===== config.mk =====
export PLATFORM = sky130hd
export DESIGN_NAME = uart_tx_path
export DESIGN_NICKNAME = d
export VERILOG_FILES = /design/src/rtl/uart_tx_pkg.sv /design/src/rtl/txp_baud.sv /design/src/rtl/txp_shifter.sv /design/src/rtl/txp_hold.sv /design/src/rtl/uart_tx_path.sv
export SDC_FILE = /design/constraint.sdc
export NUM_CORES = 1
export LEC_CHECK = 0
export CORE_UTILIZATION = 55
export CTS_CLUSTER_DIAMETER = 30
export DETAILED_ROUTE_END_ITERATION = 8
export PLACE_DENSITY = 0.8
export SKIP_LAST_GASP = 1
export SYNTH_ARGS = -nofsm -noshare
export SYNTH_HDL_FRONTEND = slang
export SYNTH_SLANG_ARGS = --single-unit

===== constraint.sdc =====
create_clock -name clk -period 5.6 [get_ports clk]
set_input_delay 0.84 -clock clk [delete_from_list [all_inputs] [get_ports clk]]
set_output_delay 0.84 -clock clk [all_outputs]
set_load 0.05 [all_outputs]

===== src/rtl/uart_tx_pkg.sv =====
package uart_tx_pkg;
  localparam int STAT_W    = 8;
  localparam int STAT_HOLD = 5;
  localparam int STAT_ALL  = 6;
endpackage


===== src/rtl/txp_baud.sv =====
module txp_baud #(
  parameter int DIV_W = 16,
  parameter int OVS   = 16
) (
  input  logic             clk,
  input  logic             rst_n,
  input  logic             restart,
  input  logic [DIV_W-1:0] divisor,
  output logic             bit_done
);
  localparam int SUB_W = (OVS > 1) ? $clog2(OVS) : 1;
  localparam logic [SUB_W-1:0] SUB_LAST = SUB_W'(OVS - 1);

  logic [DIV_W-1:0] pre_q, pre_d, eff_div;
  logic [SUB_W-1:0] sub_q, sub_d;
  logic             tick;

  assign eff_div  = (divisor == '0) ? DIV_W'(1) : divisor;
  assign tick     = (pre_q == eff_div - DIV_W'(1));
  assign bit_done = tick && (sub_q == SUB_LAST);

  always_comb begin
    pre_d = pre_q;
    sub_d = sub_q;
    if (restart) begin
      pre_d = '0;
      sub_d = '0;
    end else if (tick) begin
      pre_d = '0;
      sub_d = (sub_q == SUB_LAST) ? '0 : sub_q + SUB_W'(1);
    end else begin
      pre_d = pre_q + DIV_W'(1);
    end
  end

  always_ff @(posedge clk or negedge rst_n) begin
    if (!rst_n) begin
      pre_q <= '0;
      sub_q <= '0;
    end else begin
      pre_q <= pre_d;
      sub_q <= sub_d;
    end
  end


  restart_clear_chk: assert property (@(posedge clk) disable iff (!rst_n)
    restart |=> !bit_done || (eff_div == DIV_W'(1) && OVS == 1));
endmodule


===== src/rtl/txp_shifter.sv =====
module txp_shifter #(
  parameter int DATA_W = 8
) (
  input  logic              clk,
  input  logic              rst_n,
  input  logic              load,
  input  logic [DATA_W-1:0] load_data,
  input  logic              bit_done,
  output logic              busy,
  output logic              txd
);
  localparam int IDX_W = $clog2(DATA_W + 2);
  localparam logic [IDX_W-1:0] IDX_STOP = IDX_W'(DATA_W + 1);

  logic [DATA_W:0]  sh_q, sh_d;
  logic [IDX_W-1:0] idx_q, idx_d;
  logic             busy_q, busy_d;

  always_comb begin
    sh_d   = sh_q;
    idx_d  = idx_q;
    busy_d = busy_q;
    if (load) begin
      sh_d   = {load_data, 1'b0};
      idx_d  = '0;
      busy_d = 1'b1;
    end else if (busy_q && bit_done) begin
      if (idx_q == IDX_STOP) begin
        busy_d = 1'b0;
      end else begin
        sh_d  = {1'b1, sh_q[DATA_W:1]};
        idx_d = idx_q + IDX_W'(1);
      end
    end
  end

  always_ff @(posedge clk or negedge rst_n) begin
    if (!rst_n) begin
      sh_q   <= '1;
      idx_q  <= '0;
      busy_q <= 1'b0;
    end else begin
      sh_q   <= sh_d;
      idx_q  <= idx_d;
      busy_q <= busy_d;
    end
  end

  assign busy = busy_q;
  assign txd  = busy_q ? sh_q[0] : 1'b1;


  stop_level_chk: assert property (@(posedge clk) disable iff (!rst_n)
    $fell(busy) |-> $past(txd));

  start_bit_chk: assert property (@(posedge clk) disable iff (!rst_n)
    load |=> busy && !txd);
endmodule


===== src/rtl/txp_hold.sv =====
module txp_hold #(
  parameter int DATA_W = 8
) (
  input  logic              clk,
  input  logic              rst_n,
  input  logic              wr_en,
  input  logic [DATA_W-1:0] wr_data,
  input  logic              irq_en,
  input  logic              irq_ack,
  input  logic              shifter_busy,
  output logic              load,
  output logic [DATA_W-1:0] load_data,
  output logic              hold_empty,
  output logic              irq
);
  logic [DATA_W-1:0] hold_q, hold_d;
  logic              full_q, full_d;
  logic              pend_q, pend_d;

  assign load = full_q && !shifter_busy;

  always_comb begin
    hold_d = wr_en ? wr_data : hold_q;
    full_d = wr_en ? 1'b1 : (load ? 1'b0 : full_q);
    if (wr_en)        pend_d = 1'b0;
    else if (load)    pend_d = 1'b1;
    else if (irq_ack) pend_d = 1'b0;
    else              pend_d = pend_q;
  end

  always_ff @(posedge clk or negedge rst_n) begin
    if (!rst_n) begin
      hold_q <= '0;
      full_q <= 1'b0;
      pend_q <= 1'b1;
    end else begin
      hold_q <= hold_d;
      full_q <= full_d;
      pend_q <= pend_d;
    end
  end

  assign load_data  = hold_q;
  assign hold_empty = !full_q;
  assign irq        = pend_q && irq_en;


  write_fills_chk: assert property (@(posedge clk) disable iff (!rst_n)
    wr_en |=> !hold_empty);

  irq_gated_chk: assert property (@(posedge clk) disable iff (!rst_n)
    irq |-> irq_en);

  ack_clears_chk: assert property (@(posedge clk) disable iff (!rst_n)
    (irq_ack && !load && !wr_en) |=> !irq);
endmodule


===== src/rtl/uart_tx_path.sv =====
module uart_tx_path
  import uart_tx_pkg::*;
#(
  parameter int DATA_W = 8,
  parameter int DIV_W  = 16,
  parameter int OVS    = 16
) (
  input  logic              clk,
  input  logic              rst_n,
  input  logic [DIV_W-1:0]  divisor,
  input  logic              wr_en,
  input  logic [DATA_W-1:0] wr_data,
  input  logic              irq_en,
  input  logic              irq_ack,
  output logic              txd,
  output logic [STAT_W-1:0] line_status,
  output logic              irq
);
  logic              load, busy, bit_done, hold_empty, all_empty;
  logic [DATA_W-1:0] load_data;

  txp_hold #(.DATA_W(DATA_W)) u_hold (
    .clk(clk), .rst_n(rst_n), .wr_en(wr_en), .wr_data(wr_data),
    .irq_en(irq_en), .irq_ack(irq_ack), .shifter_busy(busy),
    .load(load), .load_data(load_data), .hold_empty(hold_empty), .irq(irq)
  );

  txp_baud #(.DIV_W(DIV_W), .OVS(OVS)) u_baud (
    .clk(clk), .rst_n(rst_n), .restart(load), .divisor(divisor),
    .bit_done(bit_done)
  );

  txp_shifter #(.DATA_W(DATA_W)) u_shift (
    .clk(clk), .rst_n(rst_n), .load(load), .load_data(load_data),
    .bit_done(bit_done), .busy(busy), .txd(txd)
  );

  assign all_empty = hold_empty && !busy;

  always_comb begin
    line_status            = '0;
    line_status[STAT_HOLD] = hold_empty;
    line_status[STAT_ALL]  = all_empty;
  end


  all_implies_hold_chk: assert property (@(posedge clk) disable iff (!rst_n)
    line_status[STAT_ALL] |-> line_status[STAT_HOLD]);

  idle_after_frame_chk: assert property (@(posedge clk) disable iff (!rst_n)
    $fell(busy) |-> txd);
endmodule


==> results of run 1 <==
[cells by family after synthesis]
group                      share of synthesized area (%)
xor gates and xnor gates                            11.1
other                                              0.137
AOI/OAI and AO/OA                                   16.2
muxes                                               2.87
adders and majority gates                           2.28
and+or+nand+nor                                     21.4
buffers and inverters                               5.43
DFF                                                 40.6
[cells in the final DEF, fill, tap and decap left out, drive strengths merged, types with 2 or more instances in the layout]
master         count
inv               10
conb               6
a31oi             10
nand4              9
buf                2
dfstp             10
or3                4
nand3             12
and3              13
nor3               2
mux2               7
clkdlybuf4s50     31
or3b               2
ha                 5
clkinv             2
xor2              12
xnor2             20
dfrtp             34
nand2b             5
nor4               5
nand4b             2
clkbuf             5
or4                4
a211oi             2
and2               2
a21oi             19
nor2              38
nand2              8
o31ai              3
o21ai             17
[worst min-delay path, cell delays in order (launching register included)]
cell,delay [ns]
dfstp_2,0.37
o21ai_0,0.06
a21oi_1,0.06
[path summary, 6_finish.rpt]
check,end,slack [ns],depth (start not counted)
min reg2reg,u_shift.sh_q[0],0.50,2
min,u_shift.sh_q[0],0.50,2
max,u_baud.pre_q[7],1.08,11
max in group asynchronous,u_baud.pre_q[3],4.32,1
max reg2reg,u_baud.pre_q[7],2.83,7
min in group asynchronous,u_hold.full_q,0.69,1
[power groups by stage]
stage	sequential [mW]	clock [mW]	combinational, mW
2_1_floorplan	0.359	0	0.0788
3_3_place_gp	0.364	0	0.114
3_5_place_dp	0.365	0	0.116
4_1_cts	0.359	0.250	0.117
5_1_grt	0.362	0.265	0.128
6_report	0.359	0.246	0.116
[final cells by class]
class / count / area share [%]
flip-flops and latches: 44 / 35.1
inverters: 10 / 1.18
clock inverters: 3 / 1.50
well taps: 67 / 2.64
repair buffers: 33 / 10.2
clock buffers: 5 / 2.17
multi-input cells: 226 / 47.2
[per-stage QoR]
stage	cells	hold WS, ns	area, sq um
global placement	380	0.473	3060
floorplan	299	0.452	2760
CTS	388	0.493	3170
detailed placement	380	0.481	3060
global route	388	0.520	3170
finish	388	0.495	3170
[metal layers]
layer,track usage [%],share of wire [%],vias to the layer above
met2,37.2,48,45
met4,7.19,1.2,0
met5,0,0,-
met1,34.8,48,1074
li1,-,-,1106
met3,3.73,3.1,6
[flip-flops by register name (all words and copies together), names as in the netlist]
register	cells
u_hold.full_q	1
u_hold.load_data	8
u_shift.sh_q	9
u_shift.busy	1
u_baud.pre_q	16
u_shift.idx_q	4
u_baud.sub_q	4
u_hold.pend_q	1
==> key figures, run 1 <==
Critical path
  – R2r startpoint: u_baud.pre_q[15]
  – Number of buffers and inverters on the critical path: 1
  – Maximum fanout along the worst path: 19
  – Critical-path cell list: clkdlybuf4s50_1 > nor4_1 > a41oi_1 > ha_1 > xnor2_1 > nor2_1 > and4b_1 > nand4_1 > or3_1 > o21ai_2 > nor2_1
  – Worst EP arrival: ~4.7 ns
  – Crit-path slowest cell: nor4_1
  – Crit path kind: in2reg
  – Worst path most repeated cell: nor2_1
  – Crit. End Element: flip-flop
  – Critical Path RT: between 5 and 6 ns
  – Worst path top cell family by delay: simple AND/OR/NAND/NOR gates
  – Worst setup startpoint: divisor[8]
  – Slowest stage delay, CP: ~0.79 ns
  – Crit path launch type: primary input

Detailed routing
  – Drt drc: 0
  – WL per Instance: between 10 and 15 microns
  – DR vias: roughly 2,200
  – Final WL: between 5000 and 6000 microns
  – DR vias/cell: between 5 and 6
  – Final antenna-violating net count: 0
  – 1st-pass router iterations: 4
  – 1st-iter DRT viols: 191

Pwr
  – Leakage power: between 1 and 1.5 nW
  – Power per cell area: 227 nW/um^2
  – Max IR drop VDD: between 0.00015 and 0.0002 V
  – Switching power: between 0.15 and 0.2 mW
  – Part of the power in combinational logic: between 15 and 20%
  – Internal power: 0.526 mW
  – Clock power share: 34.1%
  – Sw Ratio: a little over a quarter
  – Flop pwr share: 49.8%
  – Power, Total: roughly 0.72 mW

Clock tree
  – Post-CTS setup buffer count: 0
  – CTS resizes: 0
  – Clock Pin Slew Worst Setup and Hold Paths: roughly 0.08 ns
  – H-tree depth: 2
  – Latest clock arrival within the worst-skew pair: 0.30 ns
  – CTS Buffer Depth: 2
  – CTS tree: done
  – Clock buffer count from CTS: 5
  – CTS Sinks: 44
  – CTS root buffer: clkbuf_8
  – Hold Buf Count CTS: 0

Die
  – Die area: 5270 sq um
  – I/O pin cnt: 39
  – Core Region: around 4800 sq um
  – Die Y: 72.6 microns
  – Starting density of the core: 57.7%
  – Die width: about 73 microns
  – Std cell rows: 25

Logic synthesis
  – Main synth FF type: dfrtp_1
  – Synthesized instance count: ~290
  – Async S/R FF share, synth: 100%
  – Mapped cell area: 2740 sq um
  – Yosys top cell by area: dfrtp_1
  – Top-count cell post-synth: nor2_1
  – YS warnings: 0
  – Synth Area per Inst: ~9.3 sq um
  – Synth top area share: between 30% and 40%
  – Top post-synthesis cells by area: dfrtp_1, dfstp_2, xnor2_1
  – Synth cell types: 52
  – Leading post-synthesis cells by instance count: nor2_1, dfrtp_1, xnor2_1, a21oi_1, o21ai_0
  – Post-synth EDFFs: 0
  – Sequential share of the synthesized area: approximately two fifths
  – Synth Register Bits: 44

Global routing
  – Total global-route track usage: 24.0%
  – First-pass GRT wire length: roughly 9800 microns
  – Initial antenna violation count: 0
  – Vias in the first global route: a little over 2,000
  – Total gr overflow: 0
  – Pin count of the biggest net entering global routing: 45

Timing
  – Slew @ Worst Pin: between 1 and 1.5 ns
  – Setup WS post-layout: 1.08 ns
  – Max-slew violations: 0
  – Setup Skew: roughly 0.0079 ns
  – # setup viols final: 0
  – Final Hold Vio Count: 0
  – Tcrit/Tclk final: 80.8%
  – Fin crit period: ~4.5 ns
  – TNS Setup: 0 ns
  – Slew Limit Headroom: 26.9%
  – RSZ-0062 raised after global routing: false
  – Peak Freq: between 200 and 250 MHz

Placement
  – Dpl ws: between 0.7 and 0.8 ns
  – GPL Wtd Cong: around 0.81
  – Post-DP HPWL: 4110 microns
  – I/O Buffers: 32

Min path
  – Hold WC Path Type: reg2reg
  – Beginning of the worst hold path: u_shift.sh_q[0]

Job
  – Total of max-cap violations: 0

Status
  – Status: finished clean

Cells and area
  – Fillers: between 400 and 500
  – Nets: approximately 350
  – Area occupied by multi-input gates: roughly 1500 sq um
  – Register Area: between 1000 and 1500 sq um
  – Share of layout cells above drive strength 1: between 10 and 15%
  – Diode count: 0
  – Post-Route Utilization: roughly two thirds
  – Area added between synthesis and finish: 15.7%
No activity file was read; power rests on OpenSTA's default activity.
==> inputs of run 2 (changes only) <==
==> constraint.sdc (replaced) <==
create_clock -name clk -period 4.4 [get_ports clk]
set_input_delay 0.66 -clock clk [delete_from_list [all_inputs] [get_ports clk]]
set_output_delay 0.66 -clock clk [all_outputs]
set_load 0.05 [all_outputs]
==> run 2 against run 1 <==
  * Non-clock buffer count is 5 higher
  * Design area is 1.0% higher
  * Global-route usage rose by 0.32 points
  * First-iteration DRC count fell by 9.9%
  * Sequential share of layout area decreased by 0.36 points
  * Clock skew rose by 0.0013 ns
  * Power increased by 27%
  * Cell count is 1.3% higher
  * Critical path type unchanged
  * Critical endpoint is now u_shift.idx_q[2]
==> key figures, run 2 (synthesis results as in run 1) <==
Clock tree
  – CTS root buffer: clkbuf_8
  – Clock Pin Slew Worst Setup and Hold Paths: ~0.08 ns
  – CTS tree: done
  – CTS Sinks: between 40 and 50
  – CTS Buffer Depth: 2
  – Latest clock arrival within the worst-skew pair: around 0.31 ns
  – Post-CTS setup buffer count: 0
  – Clock buffer count from CTS: 5
  – Hold Buf Count CTS: 0
  – CTS resizes: 0
  – H-tree depth: 2

Detailed routing
  – DR vias: 2,297
  – Drt drc: 0
  – Final WL: between 5000 and 6000 microns
  – DR vias/cell: around 5.8
  – Final antenna-violating net count: 0
  – 1st-iter DRT viols: about 170
  – 1st-pass router iterations: 4
  – WL per Instance: approximately 15 microns

Pwr
  – Power per cell area: 286 nW/um^2
  – Leakage power: between 1 and 1.5 nW
  – Power, Total: 0.917 mW
  – Max IR drop VDD: ~0.00025 V

Critical path
  – Crit path launch type: primary input
  – Crit path kind: in2reg
  – Maximum fanout along the worst path: 12
  – Worst EP arrival: between 4 and 5 ns
  – R2r startpoint: u_baud.pre_q[2]
  – Worst setup startpoint: divisor[5]
  – Critical Path RT: roughly 4.6 ns
  – Crit. End Element: flip-flop

Timing
  – Peak Freq: about 250 MHz
  – RSZ-0062 raised after global routing: false
  – Slew Limit Headroom: roughly 30%
  – Setup Skew: 0.00922 ns
  – Final Hold Vio Count: 0
  – TNS Setup: 0 ns
  – Fin crit period: approximately 4 ns
  – Tcrit/Tclk final: between 80 and 90%
  – Slew @ Worst Pin: 1.04 ns
  – Setup WS post-layout: roughly 0.47 ns
  – Max-slew violations: 0
  – # setup viols final: 0

Placement
  – Dpl ws: approximately 0.19 ns
  – Post-DP HPWL: 4130 microns
  – GPL Wtd Cong: a little over 0.9
  – Placement Cell Area: roughly 3100 sq um
  – I/O Buffers: 32

Global routing
  – Vias in the first global route: roughly 2,200
  – Pin count of the biggest net entering global routing: 45
  – Total global-route track usage: approximately 24%
  – Total gr overflow: 0
  – First-pass GRT wire length: between 9000 and 10,000 microns
  – Initial antenna violation count: 0

Die
  – Die area: around 5300 sq um
  – Std cell rows: 25
  – Core Region: approximately 4800 sq um
  – Die width: approximately 73 microns
  – Die Y: approximately 73 microns
  – Starting density of the core: between 50% and 60%
  – I/O pin cnt: 39

Cells and area
  – Design Area, Final: approximately 3200 sq um
  – Most frequent cells in the layout: nor2_1, dfrtp_1, clkdlybuf4s50_1
  – Fillers: a little under 400
  – Diode count: 0
  – Most common cell after layout, fill and taps aside: nor2_1
  – Top reg by flops: u_baud.pre_q
  – Max reg flops: 16
  – Area occupied by multi-input gates: about 1500 sq um
  – Share of layout cells above drive strength 1: 12.6%
  – Area added between synthesis and finish: 16.9%
  – Register Area: ~1100 sq um
  – Nets: about 360
  – Post-Route Utilization: slightly below 70%

Min path
  – Hold WC Path Type: reg2reg
  – Beginning of the worst hold path: u_shift.sh_q[3]

Status
  – Status: finished clean

Job
  – Total of max-cap violations: 0
-- run 2: cell types whose count changed in the layout (fill, tap and decap cells not counted), sizes merged --
| cell | before | now |
|---|---|---|
| clkinvlp | 0 | 1 |
| clkinv | 2 | 1 |
| buf | 2 | 7 |
-- run 2: cell type report --
cell class,count,share of cell area [%]
Multi-Input combinational cell,226,46.8
Sequential cell,44,34.7
Timing Repair Buffer,38,11.2
Tap cell,67,2.62
Clock buffer,5,2.15
Clock inverter,3,1.33
Inverter,10,1.17
-- run 2: final timing paths --
| check | end | slack, ns | depth (start not counted) |
|---|---|---|---|
| setup reg to reg | u_shift.idx_q[2] | 1.90 | 7 |
| hold reg to reg | u_shift.sh_q[3] | 0.49 | 2 |
| min in group asynchronous | u_baud.sub_q[0] | 0.50 | 1 |
| hold / removal | u_shift.sh_q[3] | 0.49 | 2 |
| setup / recovery | u_shift.idx_q[2] | 0.47 | 11 |
| max in group asynchronous | u_baud.pre_q[9] | 3.30 | 1 |
-- run 2: metrics by stage --
stage | hold slack, ns | instances
finish | 0.492 | 393
global route | 0.509 | 393
CTS | 0.490 | 393
detailed placement | 0.478 | 385
global placement | 0.472 | 385
floorplan | 0.364 | 299
-- run 2: per-layer routing --
metal	GRT usage (%)	up-vias	share of wire, %
li1	-	1111	-
met1	34.0	1103	46
met2	38.3	77	48
met3	6.08	6	5.3
met4	5.66	0	0.66
met5	0	-	0
-- run 2: power breakdown --
group	switching [mW]	internal, mW
clock	0.140	0.168
combinational	0.0794	0.0719
sequential	0.0303	0.428
total	0.249	0.667
-- run 2: worst max-delay path: stages --
cell and delay [ns]:
clkdlybuf4s50_1 0.51, nor4_2 0.63, a41oi_1 0.28, ha_1 0.36, xnor2_1 0.12, nor2_1 0.11, and4b_1 0.22, nand4_1 0.10
or3_1 0.49, or4_1 0.51, a21oi_1 0.15
==> inputs of run 3 (changes only) <==
--- a/config.mk
+++ b/config.mk
@@ -5,6 +5,7 @@
 export SDC_FILE = /design/constraint.sdc
 export NUM_CORES = 1
 export LEC_CHECK = 0
+export CAP_MARGIN = 20
 export CORE_UTILIZATION = 55
 export CTS_CLUSTER_DIAMETER = 30
 export DETAILED_ROUTE_END_ITERATION = 8
==> constraint.sdc (replaced) <==
create_clock -name clk -period 3.9 [get_ports clk]
set_input_delay 0.585 -clock clk [delete_from_list [all_inputs] [get_ports clk]]
set_output_delay 0.585 -clock clk [all_outputs]
set_load 0.05 [all_outputs]
==> run 3 against run 2 <==
  * Cell count increased by 4.1%
  * Global-route usage grew 1.0 points
  * Utilization up 2.6 points
  * Worst setup slack got worse by 0.20 ns
  * Via count increased by 2.5%
  * Critical endpoint is now u_shift.idx_q[1]
  * Highest routed layer unchanged
  * Sequential power increased by 13%
  * Power increased by 15%
==> key figures, run 3 (synthesis results as in run 1) <==
Placement
  – Placement Cell Area: approximately 3200 sq um
  – Post-DP HPWL: 4430 microns
  – I/O Buffers: 32
  – Dpl ws: -0.0438 ns
  – GPL Wtd Cong: between 0.8 and 0.9

Critical path
  – Crit. End Element: flip-flop
  – Worst path most repeated cell: or3_1
  – Worst R2R End: u_shift.idx_q[2]
  – R2r startpoint: u_baud.sub_q[0]
  – Worst EP arrival: about 3.9 ns
  – Critical Path RT: about 4.1 ns
  – Maximum fanout along the worst path: 9
  – Worst path top cell family by delay: simple AND/OR/NAND/NOR gates
  – Critical-path cell list: clkdlybuf4s50_1 > nor4_1 > a41oi_1 > ha_1 > or3b_2 > o31ai_1 > and4b_1 > nand4_1 > or3_1 > buf_4 > or3_1 > a21oi_1
  – Crit path kind: in2reg
  – Critical path depth: 12
  – Reg2reg path depth: 7
  – Worst reg-to-reg setup slack: 1.42 ns
  – Crit-path slowest cell: clkdlybuf4s50_1
  – Slowest stage delay, CP: approximately 0.55 ns
  – Crit path launch type: primary input
  – Number of buffers and inverters on the critical path: 2

Clock tree
  – Hold Buf Count CTS: 0
  – Post-CTS setup buffer count: 0
  – CTS Buffer Depth: 2
  – Clock Pin Slew Worst Setup and Hold Paths: around 0.09 ns
  – CTS resizes: 0
  – CTS Sinks: 44
  – Latest clock arrival within the worst-skew pair: 0.30 ns
  – H-tree depth: 2
  – CTS root buffer: clkbuf_8
  – CTS tree: done
  – Clock buffer count from CTS: 5

Timing
  – Max-slew violations: 0
  – # setup viols final: 0
  – Setup WS post-layout: 0.266 ns
  – RSZ-0062 raised after global routing: false
  – Hold slack: about 0.42 ns
  – Slew @ Worst Pin: approximately 0.95 ns
  – Peak Freq: around 280 MHz
  – Tcrit/Tclk final: 93.2%
  – Final Hold Vio Count: 0
  – Fin crit period: 3.63 ns
  – Slew Limit Headroom: 36.6%
  – Setup Skew: ~0.007 ns

Die
  – I/O pin cnt: 39
  – Std cell rows: 25
  – Die width: ~73 microns
  – Core Region: approximately 4800 sq um
  – Die Y: approximately 73 microns
  – Starting density of the core: just under 60%
  – Die area: around 5300 sq um

Cells and area
  – Max reg flops: 16
  – Nets: roughly 380
  – Most frequent cells in the layout: nor2_1, dfrtp_1, clkdlybuf4s50_1
  – Design Area, Final: between 3000 and 4000 sq um
  – Top reg by flops: u_baud.pre_q
  – Area added between synthesis and finish: 21.4%
  – Most common cell after layout, fill and taps aside: nor2_1
  – Fillers: just under 400
  – Diode count: 0
  – Share of layout cells above drive strength 1: about 17%

Detailed routing
  – Final WL: about 6000 microns
  – Final antenna-violating net count: 0
  – 1st-pass router iterations: 4
  – Drt drc: 0
  – WL per Instance: about 15 microns
  – DR vias: between 2,000 and 2,500
  – DR vias/cell: ~5.8
  – 1st-iter DRT viols: between 100 and 150

Pwr
  – Clock power share: between 30 and 40%
  – Sw Ratio: a little over a quarter
  – Leakage power: between 1 and 1.5 nW
  – Flop pwr share: slightly below 50%
  – Internal power: about 0.77 mW
  – Switching power: slightly below 0.3 mW
  – Power per cell area: ~320 nW/um^2
  – Part of the power in combinational logic: 17.2%
  – Max IR drop VDD: roughly 0.00025 V

Global routing
  – Total global-route track usage: about 25%
  – Initial antenna violation count: 0
  – Pin count of the biggest net entering global routing: 45
  – Total gr overflow: 0
  – Vias in the first global route: between 2,000 and 2,500
  – First-pass GRT wire length: roughly 10,000 microns

Job
  – Total of max-cap violations: 0

Min path
  – Hold WC Path Type: in2async

Status
  – Status: finished clean
## run 3: layout make-up
| type | instances | area [sq um] | area share [%] |
|---|---|---|---|
| Clock inverter | 3 | 46.3 | 1.39 |
| Multi-Input combinational cell | 226 | 1500 | 45.0 |
| Timing Repair Buffer | 54 | 480 | 14.4 |
| Inverter | 10 | 37.5 | 1.13 |
| Sequential cell | 44 | 1110 | 33.4 |
| Tap cell | 67 | 83.8 | 2.52 |
| Clock buffer | 5 | 68.8 | 2.07 |
## run 3: through the flow
step,TNS [ns],std cells,util (%),power (mW)
6_report,0,409,70.0,1.06
5_1_grt,0,409,70.0,1.10
4_1_cts,0,408,69.9,1.06
3_5_place_dp,-0.0599,400,67.4,0.706
3_3_place_gp,0,400,67.4,0.699
2_1_floorplan,0,299,-,0.629
## run 3: layer usage
metal / up-vias / GRT usage (%) / routed length, microns / share of wire [%]
met5: - / 0 / 0 / 0
met4: 0 / 7.63 / 85 / 1.4
met3: 11 / 5.66 / 335 / 5.5
met2: 73 / 43.1 / 2970 / 49
met1: 1128 / 32.2 / 2650 / 44
li1: 1142 / - / - / -
## run 3: power by group through the flow
stage | combinational (mW) | clock (mW) | sequential [mW]
4_1_cts | 0.183 | 0.362 | 0.517
3_3_place_gp | 0.176 | 0 | 0.523
2_1_floorplan | 0.113 | 0 | 0.516
6_report | 0.182 | 0.357 | 0.517
5_1_grt | 0.201 | 0.379 | 0.522
3_5_place_dp | 0.181 | 0 | 0.525
## run 3: worst register-to-register path, cell delays in order, from the launching register on
cell	delay, ns
dfrtp_1	0.43
ha_1	0.24
nand3_1	0.20
nor2_1	0.37
and2_1	0.26
nand4_1	0.29
or4_1	0.48
a21oi_1	0.15
## run 3: how the worst max path moves through the flow
stage | startpoint | endpoint | slack, ns
floorplan | divisor[9] | u_shift.idx_q[2] | 0.51
global placement | divisor[15] | u_shift.idx_q[1] | 0.07
detailed placement | divisor[15] | u_shift.idx_q[1] | -0.04
CTS | divisor[15] | u_shift.idx_q[1] | 0.26
global route | divisor[15] | u_shift.idx_q[0] | 0.10
finish | divisor[15] | u_shift.idx_q[1] | 0.27
